## src/rtl/enc_seq_pkg.sv

```systemverilog
`timescale 1ns/1ps
package enc_seq_pkg;
  // Encoding is {sel_b, sel_a}
  typedef enum logic [1:0] {
    MODE_IDLE = 2'b00,
    MODE_A    = 2'b01,
    MODE_B    = 2'b10,
    MODE_DUAL = 2'b11
  } mode_e;

  function automatic mode_e decode_mode(input logic sel_a, input logic sel_b);
    return mode_e'({sel_b, sel_a});
  endfunction
endpackage

```

## src/rtl/enc_edge_det.sv

```systemverilog
`timescale 1ns/1ps
module enc_edge_det (
  input  logic clk_i,
  input  logic rst_ni,
  input  logic enc_i,
  output logic rise_o
);
  logic enc_q;

  always_ff @(posedge clk_i or negedge rst_ni) begin
    if (!rst_ni) enc_q <= 1'b0;
    else         enc_q <= enc_i;
  end

  assign rise_o = enc_i & ~enc_q;
endmodule

```

## src/rtl/enc_phase_ctr.sv

```systemverilog
`timescale 1ns/1ps
module enc_phase_ctr #(
  parameter int RATIO = 8,
  localparam int PW = $clog2(RATIO)
) (
  input  logic          clk_i,
  input  logic          rst_ni,
  input  logic          rise_i,
  output logic [PW-1:0] phase_o,
  output logic          run_o
);
  localparam logic [PW-1:0] LAST = PW'(RATIO - 1);

  logic [PW-1:0] phase_q;
  logic          run_q;

  always_ff @(posedge clk_i or negedge rst_ni) begin
    if (!rst_ni) begin
      phase_q <= '0;
      run_q   <= 1'b0;
    end else if (rise_i) begin
      phase_q <= '0;
      run_q   <= 1'b1;
    end else if (run_q && phase_q != LAST) begin
      phase_q <= phase_q + 1'b1;
    end
  end

  assign phase_o = phase_q;
  assign run_o   = run_q;

  // Without a new edge the counter parks in the final phase
  assert_phase_sat_R6: assert property (@(posedge clk_i) disable iff (!rst_ni)
    (run_q && !rise_i && phase_q == LAST) |=> (phase_q == LAST));

  assert_restart_R7: assert property (@(posedge clk_i) disable iff (!rst_ni)
    rise_i |=> (phase_q == '0 && run_q));
endmodule

```

## src/rtl/enc_chan_sel.sv

```systemverilog
`timescale 1ns/1ps
module enc_chan_sel
  import enc_seq_pkg::*;
(
  input  logic  clk_i,
  input  logic  rst_ni,
  input  logic  rise_i,
  input  logic  sel_a_i,
  input  logic  sel_b_i,
  output mode_e mode_o,
  output logic  chan_b_o
);
  mode_e mode_q, mode_d;
  logic  chan_q, tgl_q;

  assign mode_d = decode_mode(sel_a_i, sel_b_i);

  always_ff @(posedge clk_i or negedge rst_ni) begin
    if (!rst_ni) begin
      mode_q <= MODE_IDLE;
      chan_q <= 1'b0;
      tgl_q  <= 1'b0;
    end else if (rise_i) begin
      mode_q <= mode_d;
      unique case (mode_d)
        MODE_DUAL: begin
          chan_q <= tgl_q;
          tgl_q  <= ~tgl_q;
        end
        MODE_B: begin
          chan_q <= 1'b1;
          tgl_q  <= 1'b0;
        end
        default: begin
          chan_q <= 1'b0;
          tgl_q  <= 1'b0;
        end
      endcase
    end
  end

  assign mode_o   = mode_q;
  assign chan_b_o = chan_q;

  assert_single_chan_R8: assert property (@(posedge clk_i) disable iff (!rst_ni)
    (rise_i && sel_a_i != sel_b_i) |=> (chan_b_o == $past(sel_b_i)));

  assert_chan_stable_R8: assert property (@(posedge clk_i) disable iff (!rst_ni)
    !rise_i |=> $stable(chan_b_o));

  assert_idle_chan_R10: assert property (@(posedge clk_i) disable iff (!rst_ni)
    (rise_i && !sel_a_i && !sel_b_i) |=> !chan_b_o);
endmodule

```

## src/rtl/enc_phase_seq.sv

```systemverilog
`timescale 1ns/1ps
module enc_phase_seq
  import enc_seq_pkg::*;
#(
  parameter int RATIO = 8
) (
  input  logic                     clk_i,
  input  logic                     rst_ni,
  input  logic                     enc_i,
  input  logic                     sel_a_i,
  input  logic                     sel_b_i,
  output logic                     hold_o,
  output logic                     cal_o,
  output logic                     discharge_o,
  output logic                     amp_en_o,
  output logic                     chan_b_o,
  output logic [$clog2(RATIO)-1:0] phase_o
);
  localparam int PW = $clog2(RATIO);
  localparam int QTR = RATIO / 4;
  localparam logic [PW-1:0] CAL_END = PW'(QTR);
  localparam logic [PW-1:0] AMP_ON  = PW'(2 * QTR);

  logic          rise;
  logic          run;
  logic [PW-1:0] phase;
  mode_e         mode;

  enc_edge_det u_edge (
    .clk_i (clk_i),
    .rst_ni(rst_ni),
    .enc_i (enc_i),
    .rise_o(rise)
  );

  enc_phase_ctr #(.RATIO(RATIO)) u_ctr (
    .clk_i  (clk_i),
    .rst_ni (rst_ni),
    .rise_i (rise),
    .phase_o(phase),
    .run_o  (run)
  );

  enc_chan_sel u_chan (
    .clk_i   (clk_i),
    .rst_ni  (rst_ni),
    .rise_i  (rise),
    .sel_a_i (sel_a_i),
    .sel_b_i (sel_b_i),
    .mode_o  (mode),
    .chan_b_o(chan_b_o)
  );

  // Quarter 0: calibrate + discharge; quarter 1: quiet; quarters 2-3: settle
  assign cal_o       = run && (phase < CAL_END);
  assign discharge_o = run && (phase < CAL_END);
  assign hold_o      = run && (phase < AMP_ON);
  assign amp_en_o    = run && (phase >= AMP_ON) && (mode != MODE_IDLE);
  assign phase_o     = phase;

  assert_enc_hold_R2: assert property (@(posedge clk_i) disable iff (!rst_ni)
    rise |=> (hold_o && cal_o));

  assert_cal_discharge_R4: assert property (@(posedge clk_i) disable iff (!rst_ni)
    cal_o |-> (discharge_o && !amp_en_o));

  assert_amp_quiet_R5: assert property (@(posedge clk_i) disable iff (!rst_ni)
    amp_en_o |-> (!hold_o && !discharge_o));

  assert_idle_amp_R10: assert property (@(posedge clk_i) disable iff (!rst_ni)
    (rise && !sel_a_i && !sel_b_i) |=> !amp_en_o);

  assert_reset_R1: assert property (@(posedge clk_i) disable iff (!rst_ni)
    !run |-> (!hold_o && !cal_o && !amp_en_o));
endmodule

```

## config.mk

```make
export PLATFORM = sky130hd
export DESIGN_NAME = enc_phase_seq
export DESIGN_NICKNAME = d
export VERILOG_FILES = /design/src/rtl/enc_seq_pkg.sv /design/src/rtl/enc_edge_det.sv /design/src/rtl/enc_phase_ctr.sv /design/src/rtl/enc_chan_sel.sv /design/src/rtl/enc_phase_seq.sv
export SDC_FILE = /design/constraint.sdc
export NUM_CORES = 1
export LEC_CHECK = 0
export BUFFER_PORTS_ARGS = -buffer_cell sky130_fd_sc_hd__buf_2
export CAP_MARGIN = 20
export CORE_AREA = 2 2 39 41
export CTS_CLUSTER_SIZE = 40
export DETAILED_ROUTE_END_ITERATION = 10
export DIE_AREA = 0 0 41 43
export HOLD_SLACK_MARGIN = 0.08
export PLACE_DENSITY = 0.52
export SETUP_SLACK_MARGIN = 0.4
export SLEW_MARGIN = 25
export SYNTH_ARGS = -nofsm -noshare
export SYNTH_HDL_FRONTEND = slang
export SYNTH_SLANG_ARGS = --single-unit
```

## constraint.sdc

```tcl
create_clock -name clk_i -period 1.7 [get_ports clk_i]
set_clock_uncertainty 0.15 [all_clocks]
set_input_delay 0.255 -clock clk_i [delete_from_list [all_inputs] [get_ports clk_i]]
set_output_delay 0.255 -clock clk_i [all_outputs]
set_load 0.02 [all_outputs]
```

# [Yosys cells after proc, flatten, opt, wreduce, memory -nomap -nowiden]
# Index checks and enable logic that the tools add are counted.
[classes] reduce_logical=7 muxes=4 n_eq_ne=3 addsub=1 bitwise=3 order_cmp=3
[ops] cell="3-bit two-way mux" count=2
[ops] cell="1-bit logical AND" count=5
[ops] cell="2-bit equality test, second input constant" count=2
[ops] cell="2-bit nonzero test" count=2
[ops] cell="3-bit by 1-bit adder with 3-bit output, second input constant" count=1
[ops] cell="3-bit greater-or-equal comparator, second input constant" count=1
[ops] cell="3-bit by 2-bit < comparator with 1-bit output, second input constant" count=1
[ops] cell="3-bit < comparator, second input constant" count=1
[ops] cell="3-bit inequality test, second input constant" count=1
[ops] cell="1-bit inverter" count=2
[ops] cell="1-bit case mux with 2 select lines" count=1
[ops] cell="1-bit AND" count=1
[ops] cell="1-bit two-way mux" count=1
[totals] reg_bits=9 out_inout_bits=8 input_bits=5

# [Longest topological paths before layout]
[depth] ltp_word=4 mapped_depth=5 ltp_nobuf=5

# [Cells and area by module]
# From an unflattened synthesis, not the netlist that was laid out.
[unflattened] cells_unflattened=36 area_unflattened_um2=449.2
[by_module_without_submodules] mod="enc_phase_ctr" seq_area_each_um2=100.1 area_per_inst_um2=215.2 n_inst=1 cells_per_inst=17
[by_module_without_submodules] mod="enc_chan_sel" seq_area_each_um2=100.1 area_per_inst_um2=158.9 n_inst=1 cells_per_inst=13
[by_module_without_submodules] mod="enc_edge_det" seq_area_each_um2=25.0 area_per_inst_um2=38.8 n_inst=1 cells_per_inst=2
[by_module_without_submodules] mod="enc_phase_seq" seq_area_each_um2=0.0 area_per_inst_um2=36.3 n_inst=1 cells_per_inst=4

# [Worst setup path after synthesis]
# OpenSTA, ideal clock, no wires.
[synth_timing] path_type="register to output" start="register u_ctr.phase_q[2] (netlist: u_ctr.phase_o[2])" end="output discharge_o" required_time_ns=1.295 path_stages_with_launch=4 n_path_buf=1 path_slack_ns=-0.203 t_arrival_ns=1.498 path_cell_list="dfrtp_1 -> nor2b_1 -> nor2b_1 -> buf_4"
[synth_via] elab_chain_len=2
[synth_lines] element="start: declaration" line_no="enc_phase_ctr.sv:14" text="logic [PW-1:0] phase_q;"
[synth_lines] element="start signal: assignment" line_no="enc_phase_ctr.sv:25" text="phase_q <= phase_q + 1'b1;"
[synth_lines] element="3-bit by 2-bit < comparator with 1-bit output"
[synth_lines] element="1-bit logical AND"
[synth_lines] element="end: declaration" line_no="enc_phase_seq.sv:14" text="output logic discharge_o,"
# Every way passes these cells.

# [Worst setup path after layout]
[layout_timing] start="register u_ctr.phase_q[2] (netlist: u_ctr.phase_o[2])" end="output discharge_o"
[layout_via] elab_chain_len=2
[layout_lines] element="3-bit by 2-bit < comparator with 1-bit output" line_no="enc_phase_seq.sv:56" text="assign discharge_o = run && (phase < CAL_END);"
[layout_lines] element="1-bit logical AND" line_no="enc_phase_seq.sv:56"
# Every way passes these cells.

==> flow_metrics.env <==
export IMPL_ys_flop_type="dfrtp_1"
export IMPL_tns_ns=0
export IMPL_initial_core_util_pct=29.29
export IMPL_cp_end_kind="output pin"
export IMPL_grtUsageTotal_pct=11.74
export IMPL_tightest_slew_ns=0.2094
export IMPL_antenna_found_initial=0
export IMPL_pwr_share_clk_pct=18.5
export IMPL_gr_total_overflow=0
export IMPL_startpoint_type="flop"
export IMPL_switchingPower_w=0.0003464
export IMPL_drt_met1_wl_um=374
export IMPL_grt_pass1_vias=328
export IMPL_worstHoldPathType="input pin to flop"
export IMPL_avgRoutedWirePerCell_um=10.73
export IMPL_die_h_um=43
export IMPL_place_area_um2=501.7
export IMPL_top_layer="met4"
export IMPL_synthToLayoutAreaGrowth_pct=56.79
export IMPL_ant_nets=0
export IMPL_crit_start="u_ctr.phase_o[2]"
export IMPL_rsz0062_at_grt="yes"
export IMPL_avgSynthCellArea_um2=10.96
export IMPL_max_cap_violations=0
export IMPL_p_leak_nw=0.3415
export IMPL_vias=347
export IMPL_synth_top_cells_by_area="dfrtp_1, ha_1, nand2_1"
export IMPL_synth_edf_count=0
export IMPL_dr_wl_met3_um=46
export IMPL_core_area_mm2=0.001384
export IMPL_io_pins=13
export IMPL_setup_viol=0
export IMPL_num_fill_cells=136
export IMPL_fmax_mhz=667.1
export IMPL_setup_reg_to_reg_worst_slack_ns=0.25
export IMPL_period_needed_ns=1.499
export IMPL_yosys_cell_types_count=16
export IMPL_r2r_end="u_ctr.phase_o[1]"
export IMPL_slew_limit_headroom_pct=86.04
export IMPL_path_class="flop to output pin"
export IMPL_stdcell_area_um2=635.6
export IMPL_cp_endpoint="discharge_o"
export IMPL_numPortBuffers=12
export IMPL_cts_root_buf="clkbuf_4"
export IMPL_via_per_inst=4.506
export IMPL_synth_seq_cells=9
export IMPL_drt_iter0_markers=5
export IMPL_status="complete, no violations"
export IMPL_critPathSlowestCell="dfrtp_2"
export IMPL_crit_chain="nor2b_4 > nor2b_4 > buf_4"
export IMPL_crit_path_frequent_cell="nor2b_4"
export IMPL_fin_ws_ns=0.2011
export IMPL_grt_max_degree=10
export IMPL_cts_buffers_inserted=3
export IMPL_cts_sinks=9
export IMPL_ir_worst_vdd_mv=0.4472
export IMPL_netlist_instances=37
export IMPL_multi_input_area_um2=203.9
export IMPL_fin_nets=69
export IMPL_r2r_cells=5
export IMPL_row_count=14
export IMPL_max_stage_delay_ns=0.44
export IMPL_post_place_ws_ns=0.2443
export IMPL_synth_fp_nets=44
export IMPL_finalCritPeriodShare_pct=88.17
export IMPL_antennaDiodeCount=0
export IMPL_dp_final_hpwl_um=519.1
export IMPL_crit_fanout=4
export IMPL_synth_top_area_share_pct=55.56
export IMPL_cts_buffer_depth=2
export IMPL_p_per_area_mw_per_mm2=1465
export IMPL_ys_warn_count=0
export IMPL_insertion_delay_ns=0.27
export IMPL_fp_dieArea_mm2=0.001763
export IMPL_drc_errors=0
export IMPL_post_synth_top_count_cell="dfrtp_1"
export IMPL_worst_ep_arrival_time_ns=1.09
export IMPL_power_frac_seq_pct=33.6
export IMPL_required_ns=1.29
export IMPL_finalWeightedCongestion=0.7189
export IMPL_regArea_um2=229.0
export IMPL_yosysSeqAreaShare_pct=55.56
export IMPL_cts_tree="yes"
export IMPL_finalMaxSlewViolations=0
export IMPL_hold_viol_final=0
export IMPL_routed_wl_um=826
export IMPL_firstDrtPassIters=4
export IMPL_switching_share_pct=37.20
export IMPL_die_width_um=41
export IMPL_combPwrFrac_pct=47.8
export IMPL_h_tree_depth=1
export IMPL_async_flop_share_pct=100.0
export IMPL_synth_largest_area_cell="dfrtp_1"
export IMPL_synth_common_cells="dfrtp_1, nand2_1, nor2_1, o21ai_1"
export IMPL_grt_pass1_wl_um=1297
export IMPL_clk_pin_slew_worst_paths_ns=0.07
export IMPL_r2r_start="u_ctr.phase_o[1]"
export IMPL_wl_met2_um=373
export IMPL_layout_drive_gt1_share_pct=55.74
export IMPL_p_int_w=0.0005849
export IMPL_syn_area_um2=405.4
[stage by stage]
stage	power (W)	std cells	util (%)	hold WS (ns)
after CTS	0.0008790	72	41.68	0.09703
final	0.0009314	77	45.93	0.09725
after floorplan	0.0005869	37	-	-0.1906
after global routing	0.0009974	77	45.93	0.1079
after global placement	0.0006612	64	36.26	-0.02943
after detailed placement	0.0006654	64	36.26	-0.02918
[critical path: cells and delay by family (launching register included)]
kind,cells,cell delay (ns)
flip-flops,1,0.44
buffers and inverters,1,0.14
AND/OR/NAND/NOR,2,0.25
[cells in the final DEF (no fill, tap or decap)]
cell           count
nand2b_2           1
o21ai_1            2
nand3_2            1
clkbuf_1           1
dlygate4sd3_1      3
o211a_1            1
o21ai_0            1
buf_2              8
nand2b_1           1
dfrtp_1            6
buf_6              2
nand2_2            1
nor2_1             3
dfrtp_2            3
nand2_1            5
nor2b_4            3
xnor2_1            1
inv_1              1
mux2i_1            2
ha_2               2
clkbuf_4           3
and2b_2            1
o21ai_2            1
buf_4              8
[worst min path at each step]
stage,from,endpoint,depth (start not counted)
5_1_grt,sel_a_i,u_chan.tgl_q,3
4_1_cts,sel_a_i,u_chan.tgl_q,3
3_3_place_gp,rst_ni,u_ctr.run_o,1
2_1_floorplan,rst_ni,u_chan.chan_b_o,0
6_report,sel_a_i,u_chan.tgl_q,3
3_5_place_dp,rst_ni,u_chan.mode_o[0],1
[layer usage]
layer	up-vias	track usage, %
met5	-	0
met3	5	3.141
met2	11	15.31
li1	171	-
met4	0	12.00
met1	160	14.19
[flip-flops by register name, summed over array words and instances (netlist names)]
name             flops
u_chan.tgl_q         1
u_ctr.phase_o        3
u_chan.mode_o        2
u_ctr.run_o          1
u_chan.chan_b_o      1
u_edge.enc_q         1
[power by group through the flow]
stage                     clock, W  combinational (W)  sequential (W)
after CTS                 0.000176           0.000386        0.000317
after detailed placement         0           0.000340        0.000325
final                     0.000173           0.000445        0.000313
after global routing      0.000186           0.000493        0.000319
after global placement           0           0.000339        0.000322
after floorplan                  0           0.000226        0.000360
[timing repair]
action	4_1_cts	5_1_grt
hold endpoints to repair	11	0
endpoints found under the setup margin	8	11
pin swaps	1	2
buffers inserted	1	5
hold buffers	3	0
gates resized for setup	4	7
[area by class of cell]
| cell class | instances | share of cell area, % |
|---|---|---|
| Clock buffer | 4 | 4.134 |
| Inverter | 1 | 0.5906 |
| Timing Repair Buffer | 21 | 24.02 |
| Tap cell | 16 | 3.150 |
| Sequential cell | 9 | 36.02 |
| Multi-Input combinational cell | 26 | 32.09 |
[cells by family after synthesis]
logic type,after synthesis,share of synthesized area [%]
and+or+nand+nor,16,20.98
DFF,9,55.56
AOI/OAI and AO/OA,5,7.405
buffers and inverters,2,2.778
muxes,2,4.938
adders and majority gates,2,6.172
xor gates and xnor gates,1,2.161
Power figures use the tool's default switching activity.
